$ cat src/rtl/dsdma_chan.sv
`timescale 1ns/1ps
module dsdma_chan #(
  parameter int ADDR_W     = 32,
  parameter int CNT_W      = 16,
  parameter int DATA_W     = 32,
  parameter int BEAT_BYTES = 4
)(
  input  logic              clk,
  input  logic              rst_n,
  input  logic              reg_we,
  input  logic [3:0]        reg_addr,
  input  logic [31:0]       reg_wdata,
  output logic [31:0]       reg_rdata,
  output logic              mem_req,
  output logic [ADDR_W-1:0] mem_addr,
  input  logic              mem_ack,
  input  logic              mem_err,
  input  logic [DATA_W-1:0] mem_rdata,
  input  logic              per_req,
  output logic              per_ack,
  output logic [DATA_W-1:0] per_data,
  output logic [3:0]        port_sel,
  output logic              irq
);
  localparam logic [CNT_W-1:0]  CSTEP = CNT_W'(BEAT_BYTES);
  localparam logic [ADDR_W-1:0] ASTEP = ADDR_W'(BEAT_BYTES);

  logic [4:0]        ctl;
  logic              f_st, f_nf, f_er;
  logic              chan_on, act, busy;
  logic [1:0]        ld;
  logic [1:0]        chan_st;
  logic [CNT_W-1:0]  cnt  [2];
  logic [ADDR_W-1:0] base [2];
  logic [CNT_W-1:0]  rem;
  logic [ADDR_W-1:0] cur;

  wire is_slot  = reg_we && reg_addr[3] && !reg_addr[1];
  wire wsl      = reg_addr[2];
  wire tgt      = ld[act] ? !act : act;
  wire w_ok     = is_slot && ctl[4] && chan_on && !(&ld) && (wsl == tgt);
  wire w_base   = w_ok && reg_addr[0];
  wire w_cnt    = w_ok && !reg_addr[0];
  wire done     = chan_on && ld[act] && (rem == '0) && !busy && !is_slot;
  wire start    = chan_on && ld[act] && (rem != '0) && !busy && per_req;
  wire beat_ok  = busy && mem_ack && !mem_err;
  wire beat_bad = busy && mem_err;

  assign chan_st  = !chan_on ? 2'd0 : (&ld) ? 2'd3 : (|ld) ? 2'd2 : 2'd1;
  assign mem_req  = busy;
  assign mem_addr = cur;
  assign irq      = (f_st & ctl[0]) | (f_nf & ctl[1]) | (f_er & ctl[3]);

  always_comb begin
    case (reg_addr)
      4'h0:    reg_rdata = 32'(ctl);
      4'h1:    reg_rdata = {28'd0, f_er, 1'b0, f_nf, f_st};
      4'h2:    reg_rdata = {28'd0, port_sel};
      4'h3:    reg_rdata = {26'd0, chan_st, 4'd0};
      4'h5:    reg_rdata = 32'(rem);
      4'h8:    reg_rdata = 32'(cnt[0]);
      4'h9:    reg_rdata = 32'(base[0]);
      4'hC:    reg_rdata = 32'(cnt[1]);
      4'hD:    reg_rdata = 32'(base[1]);
      default: reg_rdata = '0;
    endcase
  end

  always_ff @(posedge clk) begin
    if (!rst_n) begin
      ctl <= '0; port_sel <= '0;
      f_st <= 1'b0; f_nf <= 1'b0; f_er <= 1'b0;
      chan_on <= 1'b0; act <= 1'b0; busy <= 1'b0; ld <= '0;
      cnt[0] <= '0; cnt[1] <= '0; base[0] <= '0; base[1] <= '0;
      rem <= '0; cur <= '0;
      per_ack <= 1'b0; per_data <= '0;
    end else begin
      per_ack <= beat_ok;
      if (beat_ok) per_data <= mem_rdata;
      if (reg_we && reg_addr == 4'h0) ctl <= {reg_wdata[4:3], 1'b0, reg_wdata[1:0]};
      if (reg_we && reg_addr == 4'h2) port_sel <= reg_wdata[3:0];
      if (reg_we && reg_addr == 4'h1 && reg_wdata[3]) f_er <= 1'b0;

      if (!chan_on && ctl[4]) begin
        chan_on <= 1'b1;
        act     <= 1'b0;
        ld      <= '0;
      end else if (chan_on && !ctl[4] && ld == '0 && !busy) begin
        chan_on <= 1'b0;
      end

      if (w_cnt) cnt[wsl] <= reg_wdata[CNT_W-1:0];
      if (w_base) begin
        base[wsl] <= reg_wdata[ADDR_W-1:0];
        ld[wsl]   <= 1'b1;
        f_st      <= 1'b0;
        f_nf      <= 1'b0;
        if (wsl == act) begin
          rem <= cnt[wsl];
          cur <= reg_wdata[ADDR_W-1:0];
        end
      end

      if (start) busy <= 1'b1;
      if (beat_ok) begin
        busy <= 1'b0;
        rem  <= (rem > CSTEP) ? rem - CSTEP : '0;
        cur  <= cur + ASTEP;
      end

      if (done) begin
        ld[act] <= 1'b0;
        act     <= !act;
        if (ld[!act]) begin
          f_nf <= 1'b1;
          rem  <= cnt[!act];
          cur  <= base[!act];
        end else begin
          f_st <= 1'b1;
        end
      end

      if (beat_bad) begin
        busy <= 1'b0;
        ld   <= '0;
        rem  <= '0;
        f_er <= 1'b1;
      end
    end
  end
endmodule

$ cat config.mk
export PLATFORM = sky130hd
export DESIGN_NAME = dsdma_chan
export DESIGN_NICKNAME = d
export VERILOG_FILES = /design/src/rtl/dsdma_chan.sv
export SDC_FILE = /design/constraint.sdc
export NUM_CORES = 1
export LEC_CHECK = 0
export CAP_MARGIN = 40
export CORE_MARGIN = 8
export CORE_UTILIZATION = 58
export CTS_CLUSTER_DIAMETER = 200
export DETAILED_ROUTE_END_ITERATION = 10
export PLACE_DENSITY = 0.87
export REMOVE_ABC_BUFFERS = 1
export SLEW_MARGIN = 20
export SYNTH_ARGS = -nofsm -noshare
export SYNTH_HDL_FRONTEND = slang
export SYNTH_SLANG_ARGS = --single-unit
$ cat constraint.sdc
create_clock -name clk -period 11.6 [get_ports clk]
set_input_delay 1.16 -clock clk [delete_from_list [all_inputs] [get_ports clk]]
set_output_delay 1.16 -clock clk [all_outputs]
set_load 0.05 [all_outputs]
**After elaboration in Yosys (flattened, before gate mapping)**

Memories as Yosys holds them, arrays and structs flattened.
Index checks and enable logic that the tools add are counted.

- Add/subtract/negate cells: 2
- Magnitude comparators: 6
- Eq/ne operators: 10
- Mux-type cells: 54
- Bitwise operators: 9
- Reduce and logical (&&, ||, !) cells: 50

Operators by type and width:

| kind | number |
|---|---|
| 32-bit one-hot mux with 9 select lines | 1 |
| 32-bit two-way mux | 6 |
| 16-bit two-way mux | 7 |
| 32-bit by 3-bit adder with 32-bit output, second input constant | 1 |
| 32-bit OR reduction | 1 |
| 1-bit two-way mux | 30 |
| 1-bit logical AND | 28 |
| 4-bit == test, second input constant | 4 |
| 16-bit by 3-bit > comparator with 1-bit output, second input constant | 1 |
| 16-bit zero test | 1 |
| 2-bit two-way mux | 8 |
| 16-bit nonzero test | 1 |
| 16-bit OR reduction | 1 |
| 16-bit by 3-bit subtractor with 16-bit output, second input constant | 1 |
| 1-bit zero test | 9 |
| 4-bit by 2-bit == test with 1-bit output, second input constant | 2 |
| 1-bit by 2-bit < comparator with 1-bit output, second input constant | 3 |
| 2-bit nonzero test | 3 |
| 4-bit by 1-bit == test with 1-bit output, second input constant | 1 |
| 4-bit by 3-bit == test with 1-bit output, second input constant | 1 |
| 4-bit zero test | 1 |
| 2-bit OR reduction | 2 |
| 1-bit bitwise AND | 3 |
| 3-bit OR reduction | 1 |
| 10 further kinds | 14 |

- Bits in registers: 97
- Bits in writable memories: 96
- Input bits: 74
- Output and inout port bits: 103
- Logic and storage cells: 146
- Memories: 2

Memories:

| memory | depth | bits a word | read ports | clocked after Yosys merged registers in | write ports | RTL line | RTL |
|---|---|---|---|---|---|---|---|
| base | 2 | 32 | 3 | 0 | 2 | 34 | `logic [ADDR_W-1:0] base [2];` |
| cnt | 2 | 16 | 4 | 0 | 2 | 33 | `logic [CNT_W-1:0] cnt [2];` |

**Longest topological paths before layout**

Gate-level depths: netlist of run 1.

- Depth after elaboration: 12
- Depth in mapped cells: 10
- Mapped depth without buffers: 7

**Worst setup path after synthesis of run 1**

Ideal clock, no wire load.

- Path type: input to register
- Start: input reg_addr[1]
- End: memory base[0][0] (enable)
- Library setup time: 0.466 ns
- Arrival time: 4.322 ns
- Data required time: 11.134 ns
- Slack: 6.812 ns
- Stages on the path: 6
- Path through: clkbuf_1 > and3b_1 > nand3b_1 > nor2_1 > o21ai_0 > o21ai_0

RTL lines:

| what | RTL line | RTL |
|---|---|---|
| start, declared | 11 | `input logic [3:0] reg_addr,` |
| end, declared | 34 |  |

**Worst setup path in the final report of run 1**

- Start: input reg_addr[0]
- End: output reg_rdata[2]

- Word-level cells in the longest chain between the ends: 2
- Elaborated cells between the ends (all ways): 10

RTL lines:

| what | RTL line | RTL |
|---|---|---|
| 4-bit == test (tied with other cells) | 55 | `case (reg_addr)` |
| 32-bit one-hot mux with 9 select lines (*) | 55 |  |
| end, declared | 13 | `output logic [31:0] reg_rdata,` |

Every way passes the cells marked *; elsewhere a longest branch is shown, timed or not.

==> flow_summary_export.csv, run 1 <==
group,metric,value,unit
clock_tree,clk_latency,0.44,ns
yosys,synthAdderAreaFrac,0.738,%
sta,layout_min_cycle_time,5.84,ns
yosys,synthSimpleGateAreaFrac,22.8,%
sta,drv_slew,0,
grt,grt_pass1_wl,51000,µm
route,routedWlPerCell,22.7,µm
power_and_ir_drop,p_leak,4.65,nW
sta,rsz0062_at_grt,"no",
final_layout,final_common_cell,"clkdlybuf4s50_1",
power_and_ir_drop,ir_drop,0.104,mV
sta,setup_tns,0,ns
power_and_ir_drop,power_density,111,mW/mm²
grt,grt_max_degree,87,
sta,hold_slack,0.462,ns
placed_design,placement.cell_area,0.0122,mm²
sta,layout_setup_ws,5.76,ns
sta,layout_worst_path_cycle_share,50.4,%
yosys,seq_area_frac_synth,47.4,%
clock_tree,clockRootBuffer,"clkbuf_16",
setup_path,cp-start-kind,"input port",
route,via_per_inst,6.57,
sta,skew,0.00969,ns
placed_design,dpl.hpwl,22100,µm
setup_path,required,10.44,ns
setup_path,worstSetupEndpointType,"output port",
die,floorplan.initialDensity,59.0,%
yosys,ys_warn_count,0,
power_and_ir_drop,p_int,1.07,mW
placed_design,pre_cts_slack,5.84,ns
final_layout,n_fill_cell,1218,
die,die-area,0.0220,mm²
grt,grt_usage,29.5,%
yosys,syn_avg_cell_area,9.45,µm²
clock_tree,cts_made_buffers,17,
run,drv_cap,0,
yosys,synthMuxAreaShare,6.39,%
clock_tree,cts.sinks,193,
die,rows,48,
yosys,synthArstFlopShare,0,%
placed_design,portBuffers,176,
power_and_ir_drop,combPwrFrac,7.1,%
power_and_ir_drop,power,1.42,mW
final_layout,antenna_cells,0,
final_layout,drive_above_1_share,9.43,%
final_layout,fin_area,0.0128,mm²
clock_tree,cts_tree,"done",
final_layout,final_nets,1308,
setup_path,critPathMaxFanout,20,
power_and_ir_drop,seqPwrFrac,51.7,%
power_and_ir_drop,switching_share,24.7,%
placed_design,gp_congestion,0.916,
yosys,synth_flop_cell,"dfxtp_1",
sta,fmax,0.171,GHz
die,core_area,0.0172,mm²
grt,grt_pass1_vias,9364,
route,drc_errors,0,
setup_path,worstPathArrival,4.68,ns
final_layout,layout_common_cells,"clkdlybuf4s50_1 (175), nand2_1 (135), and2_1 (100), edfxtp_1 (96), dfxtp_1 (96)",
yosys,yosysUniqueCellTypes,73,
final_layout,areaGrowthSynthToFinish,26.1,%
clock_tree,cts_buffer_depth,2,
route,drtAntennaViolNets,0,
clock_tree,holdBufCountCts,0,
route,drt_pass1_iterations,6,
sta,hold_violations,0,
die,die_width,148,µm
grt,grt-ovfl-total,0,
yosys,netlist_area,0.0102,mm²
clock_tree,cts_setup_buffers,0,
sta,max_slew.worst_pin.slew,0.950,ns
sta,setup_violations,0,
clock_tree,cts_resized,0,
die,die_h,148,µm
grt,grt_antenna_before_repair,0,
yosys,synth_xor_area_share,0.947,%
clock_tree,htreeDepth,4,
clock_tree,clk_pin_slew_worst_paths,0.07,ns
sta,slew_headroom,36.5,%
route,num_vias,9628,
setup_path,path_class,"in -> out",
power_and_ir_drop,power_switching,0.350,mW
run_status,status,"finished clean",
yosys,syn_inst,1076,
die,pin_count,177,
yosys,synth_top_family_by_area,"simple AND/OR/NAND/NOR gates",
yosys,synth_seq_cells,193,
yosys,synth-compound-area-share,18.3,%
yosys,synth-edff-count,96,
route,drt_iter0_drc,1389,
power_and_ir_drop,clkPwrFrac,41.2,%
route,finalWirelength,33200,µm
setup_path,rrSetupSlack,8.42,ns
min_path,hp-class,"reg -> reg",
==> kinds of logic after synthesis <==
| logic type | after synthesis |
|---|---|
| buffers and inverters | 86 |
| AND/OR/NAND/NOR | 445 |
| AO/OA/AOI/OAI | 274 |
| XOR/XNOR | 11 |
| multiplexers | 61 |
| flip-flops | 193 |
| adder cells (fa/ha/maj) | 6 |
==> Yosys cell counts, types with 3 or more instances <==
cell type	number	share of area [%]
or4_1	6	0.44
or3_1	5	0.31
nand3_1	32	1.6
a211oi_1	13	0.96
a31oi_1	8	0.49
edfxtp_1	96	28
clkbuf_1	60	2.2
a22o_1	19	1.6
buf_2	5	0.25
and3_1	20	1.2
nand4b_1	4	0.34
o22ai_1	19	1.2
o22a_1	3	0.26
nor2b_1	13	0.80
and3b_1	3	0.26
nor2_1	58	2.1
a21boi_0	35	2.6
o21a_1	3	0.22
mux2_2	31	3.4
a22oi_1	25	1.8
and2_1	100	6.2
nor4_1	7	0.43
xor2_1	3	0.26
mux2i_1	30	3.0
inv_1	9	0.33
a21oi_1	55	2.7
nand4_1	13	0.80
ha_1	6	0.74
dfxtp_1	97	19
nor3_1	19	0.94
nand2_1	135	5.0
a221oi_1	5	0.43
buf_1	9	0.33
nand2b_1	6	0.37
o211ai_1	10	0.74
xnor2_1	8	0.69
nor3b_1	6	0.44
a31o_2	3	0.26
o21ai_0	43	2.1
o221ai_1	6	0.52
o21ai_1	3	0.15
nor4bb_1	3	0.30
a311oi_1	4	0.34
nand3b_1	4	0.30
==> stage by stage <==
stage                     instances  utilization (%)
after floorplan                 999                -
after global placement         1424             70.3
after detailed placement       1429             70.6
after CTS                      1461             74.0
after global routing           1466             74.4
final                          1466             74.4
==> power by group through the flow <==
stage / logic [mW] / clock network (mW) / registers, mW
2_1_floorplan: 0.0376 / 0 / 0.747
3_3_place_gp: 0.0954 / 0 / 0.748
3_5_place_dp: 0.0972 / 0 / 0.749
4_1_cts: 0.0978 / 0.585 / 0.733
5_1_grt: 0.105 / 0.613 / 0.734
6_report: 0.101 / 0.585 / 0.733
==> critical path, cell delays in order <==
cell and delay [ns]:
clkdlybuf4s50_1 0.90, nor2b_1 0.45, and3_1 0.61, buf_4 0.40
a22o_1 0.19, nor2_1 0.04, o21ai_0 0.07, clkdlybuf4s50_1 0.85
==> flip-flops by register name, summed over array words and instances, names as in the netlist <==
| register | flops |
|---|---|
| rem | 16 |
| chan_on | 1 |
| cnt | 32 |
| act | 1 |
| ld | 2 |
| f_er | 1 |
| per_ack | 1 |
| f_nf | 1 |
| port_sel | 4 |
| f_st | 1 |
| per_data | 32 |
| mem_addr | 32 |
| base | 64 |
| mem_req | 1 |
| ctl | 4 |
==> layer usage <==
| metal | part of all wire (%) | track usage, % | vias up |
|---|---|---|---|
| met4 | 4.6 | 14.9 | 0 |
| met2 | 46 | 47.1 | 686 |
| met5 | 0 | 0 | - |
| li1 | - | - | 4268 |
| met1 | 36 | 36.0 | 4530 |
| met3 | 13 | 8.30 | 144 |
==> final timing paths <==
kind          startpoint      endpoint  cells past startpoint
max          reg_addr[0]  reg_rdata[2]                      8
min          per_data[5]   per_data[5]                      2
max reg2reg       rem[8]  mem_addr[31]                      6
min reg2reg  per_data[5]   per_data[5]                      2
==> final cells by class <==
type	instances	area [µm²]	area share, %
flip-flops and latches	193	4830	37.6
clock buffers	19	464	3.62
repair buffers	210	2070	16.2
inverters	9	33.8	0.263
multi-input cells	797	5030	39.3
clock inverters	13	113	0.878
well taps	225	282	2.20
Note: power is estimated with default switching activity, not from simulation.
==> run 2, diff against run 1 <==
Settings changed: CORE_UTILIZATION 58 to 54, PLACE_DENSITY 0.87 to 0.81.
Clock period 11.6 ns to 5.68 ns, I/O delays scaled along.
==> run 2 against run 1 <==
  * Die area rose by 6.6%
  * Utilization fell by 5.6 points
  * Hold slack improved by 0.0028 ns
  * Clock skew fell by 0.0015 ns
  * Combinational power rose by 99%
  * First-iteration DRC count fell by 31%
  * Flip-flop and latch count did not move
  * Final area fell by 0.34%
  * Setup slack got worse by 4.6 ns
  * Count of clock-buffer cells in the layout rose by 3
  * Cell count rose by 0.27%
  * Critical endpoint is now reg_rdata[3]
  * Highest routed layer unchanged
==> flow_summary_export.csv, run 2 (synthesized netlist as in run 1, its figures left out) <==
group,metric,value,unit
run_status,status,"finished clean",
grt,grt_max_degree,57,
placed_design,placement.cell_area,0.0122,mm²
clock_tree,htreeDepth,4,
route,drc_errors,0,
placed_design,portBuffers,176,
sta,layout_worst_path_cycle_share,79.3,%
final_layout,final_util,68.8,%
final_layout,fin_area,0.0128,mm²
sta,max_slew.worst_pin.slew,0.839,ns
setup_path,crit_chain,"clkdlybuf4s50_1, nor2b_1, and3_1, buf_4, a21oi_1, nand2_1, a21oi_1, o21ai_0, clkdlybuf4s50_1",
placed_design,dpl.hpwl,21800,µm
die,die_h,153,µm
clock_tree,cts_buffer_depth,2,
clock_tree,cts_made_buffers,17,
clock_tree,cts.sinks,193,
final_layout,largest_reg_flops,64,
setup_path,critPathMaxFanout,25,
setup_path,crit_slowest_cell,"clkdlybuf4s50_1",
grt,grt_usage,27.5,%
route,finalWirelength,32500,µm
route,drtAntennaViolNets,0,
grt,grt_busiest_layer,"met2",
clock_tree,cts_tree,"done",
run,drv_cap,0,
power_and_ir_drop,p_leak,4.62,nW
final_layout,drive_above_1_share,8.98,%
sta,hold_violations,0,
final_layout,areaGrowthSynthToFinish,25.6,%
min_path,hp-class,"reg -> reg",
setup_path,cp-start-kind,"input port",
die,floorplan.initialDensity,54.7,%
route,drt_iter0_drc,965,
route,routedWlPerCell,22.1,µm
setup_path,rrSetupSlack,2.43,ns
grt,grt_antenna_before_repair,0,
final_layout,final_nets,1303,
grt,grt.met2_usage,43.7,%
clock_tree,clk_latency,0.44,ns
clock_tree,holdBufCountCts,0,
setup_path,critPathMaxStageDelay,0.92,ns
route,num_vias,9294,
placed_design,dp_cells,1437,
clock_tree,clk_pin_slew_worst_paths,0.07,ns
grt,grt_pass1_vias,9138,
final_layout,layout_common_cells,"clkdlybuf4s50_1 (175), nand2_1 (135), and2_1 (100), edfxtp_1 (96), dfxtp_1 (96)",
final_layout,top_register,"base",
sta,setup_tns,0,ns
clock_tree,cts_resized,0,
clock_tree,clockRootBuffer,"clkbuf_16",
clock_tree,cts_setup_buffers,0,
power_and_ir_drop,ir_drop,0.226,mV
setup_path,worstPathArrival,3.94,ns
placed_design,gp_congestion,0.910,
sta,drv_slew,0,
die,die-area,0.0235,mm²
die,pin_count,177,
sta,setup_violations,0,
grt,met1_usage,33.8,%
route,drt_pass1_iterations,6,
final_layout,finalNonFillerCells,1470,
final_layout,final_common_cell,"clkdlybuf4s50_1",
die,core_area,0.0186,mm²
sta,layout_min_cycle_time,4.51,ns
sta,fmax,0.222,GHz
final_layout,antenna_cells,0,
die,rows,50,
sta,rsz0062_at_grt,"no",
sta,slew_headroom,43.9,%
sta,skew,0.00821,ns
grt,grt-ovfl-total,0,
die,die_width,153,µm
grt,use_met3,8.46,%
route,via_per_inst,6.32,
grt,grt_pass1_wl,50900,µm
setup_path,required,5.11,ns
setup_path,path_class,"in -> out",
power_and_ir_drop,power_density,231,mW/mm²
setup_path,worstSetupEndpointType,"output port",
run 2: cell types whose count changed in the layout (fill, tap and decap cells not counted), moves of 2 or more:
cell,previous run,this run
buf_16,2,0
buf_6,1,3
bufinv_16,0,2
clkbuf_1,0,2
inv_6,6,3
inv_8,2,0
run 2: power breakdown:
part / total [mW] / switching (mW) / internal, mW / leakage, nW
Clock: 1.25 / 0.545 / 0.704 / 0.297
Combinational: 0.201 / 0.114 / 0.0863 / 2.55
Sequential: 1.50 / 0.0165 / 1.48 / 1.77
Total: 2.95 / 0.676 / 2.27 / 4.62
run 2: critical path: cells and delay by family:
family                 cells  cell delay, ns
AO/OA/AOI/OAI              3            0.26
buffers and inverters      3            2.18
AND/OR/NAND/NOR            3            0.90
run 2: worst paths after layout:
path	start	to	cells after the start
worst max-delay path	reg_addr[0]	reg_rdata[3]	9
worst min-delay path	per_data[14]	per_data[14]	2
worst max register to register	act	mem_addr[27]	7
worst min register to register	per_data[14]	per_data[14]	2
run 2: per-layer routing:
layer | wire, µm | part of all wire, %
met1 | 12600 | 39
met2 | 15100 | 47
met3 | 3570 | 11
met4 | 1150 | 3.5
met5 | 0 | 0
run 2: layout make-up:
class / instances / area (µm²)
clock buffer: 22 / 485
tap: 234 / 293
fill: 1455 / 5800
multi-input combinational: 797 / 5030
timing repair buffer: 205 / 1980
inverter: 9 / 33.8
clock inverter: 10 / 121
sequential: 193 / 4830
run 2: stage by stage:
| step | hold WS (ns) | setup slack (ns) | total power [mW] |
|---|---|---|---|
| after floorplan | 0.456 | 0.478 | 1.60 |
| after global placement | 0.450 | 1.31 | 1.72 |
| after detailed placement | 0.459 | 1.22 | 1.73 |
| after CTS | 0.468 | 1.22 | 2.95 |
| after global routing | 0.482 | 0.974 | 3.03 |
| final | 0.465 | 1.17 | 2.95 |
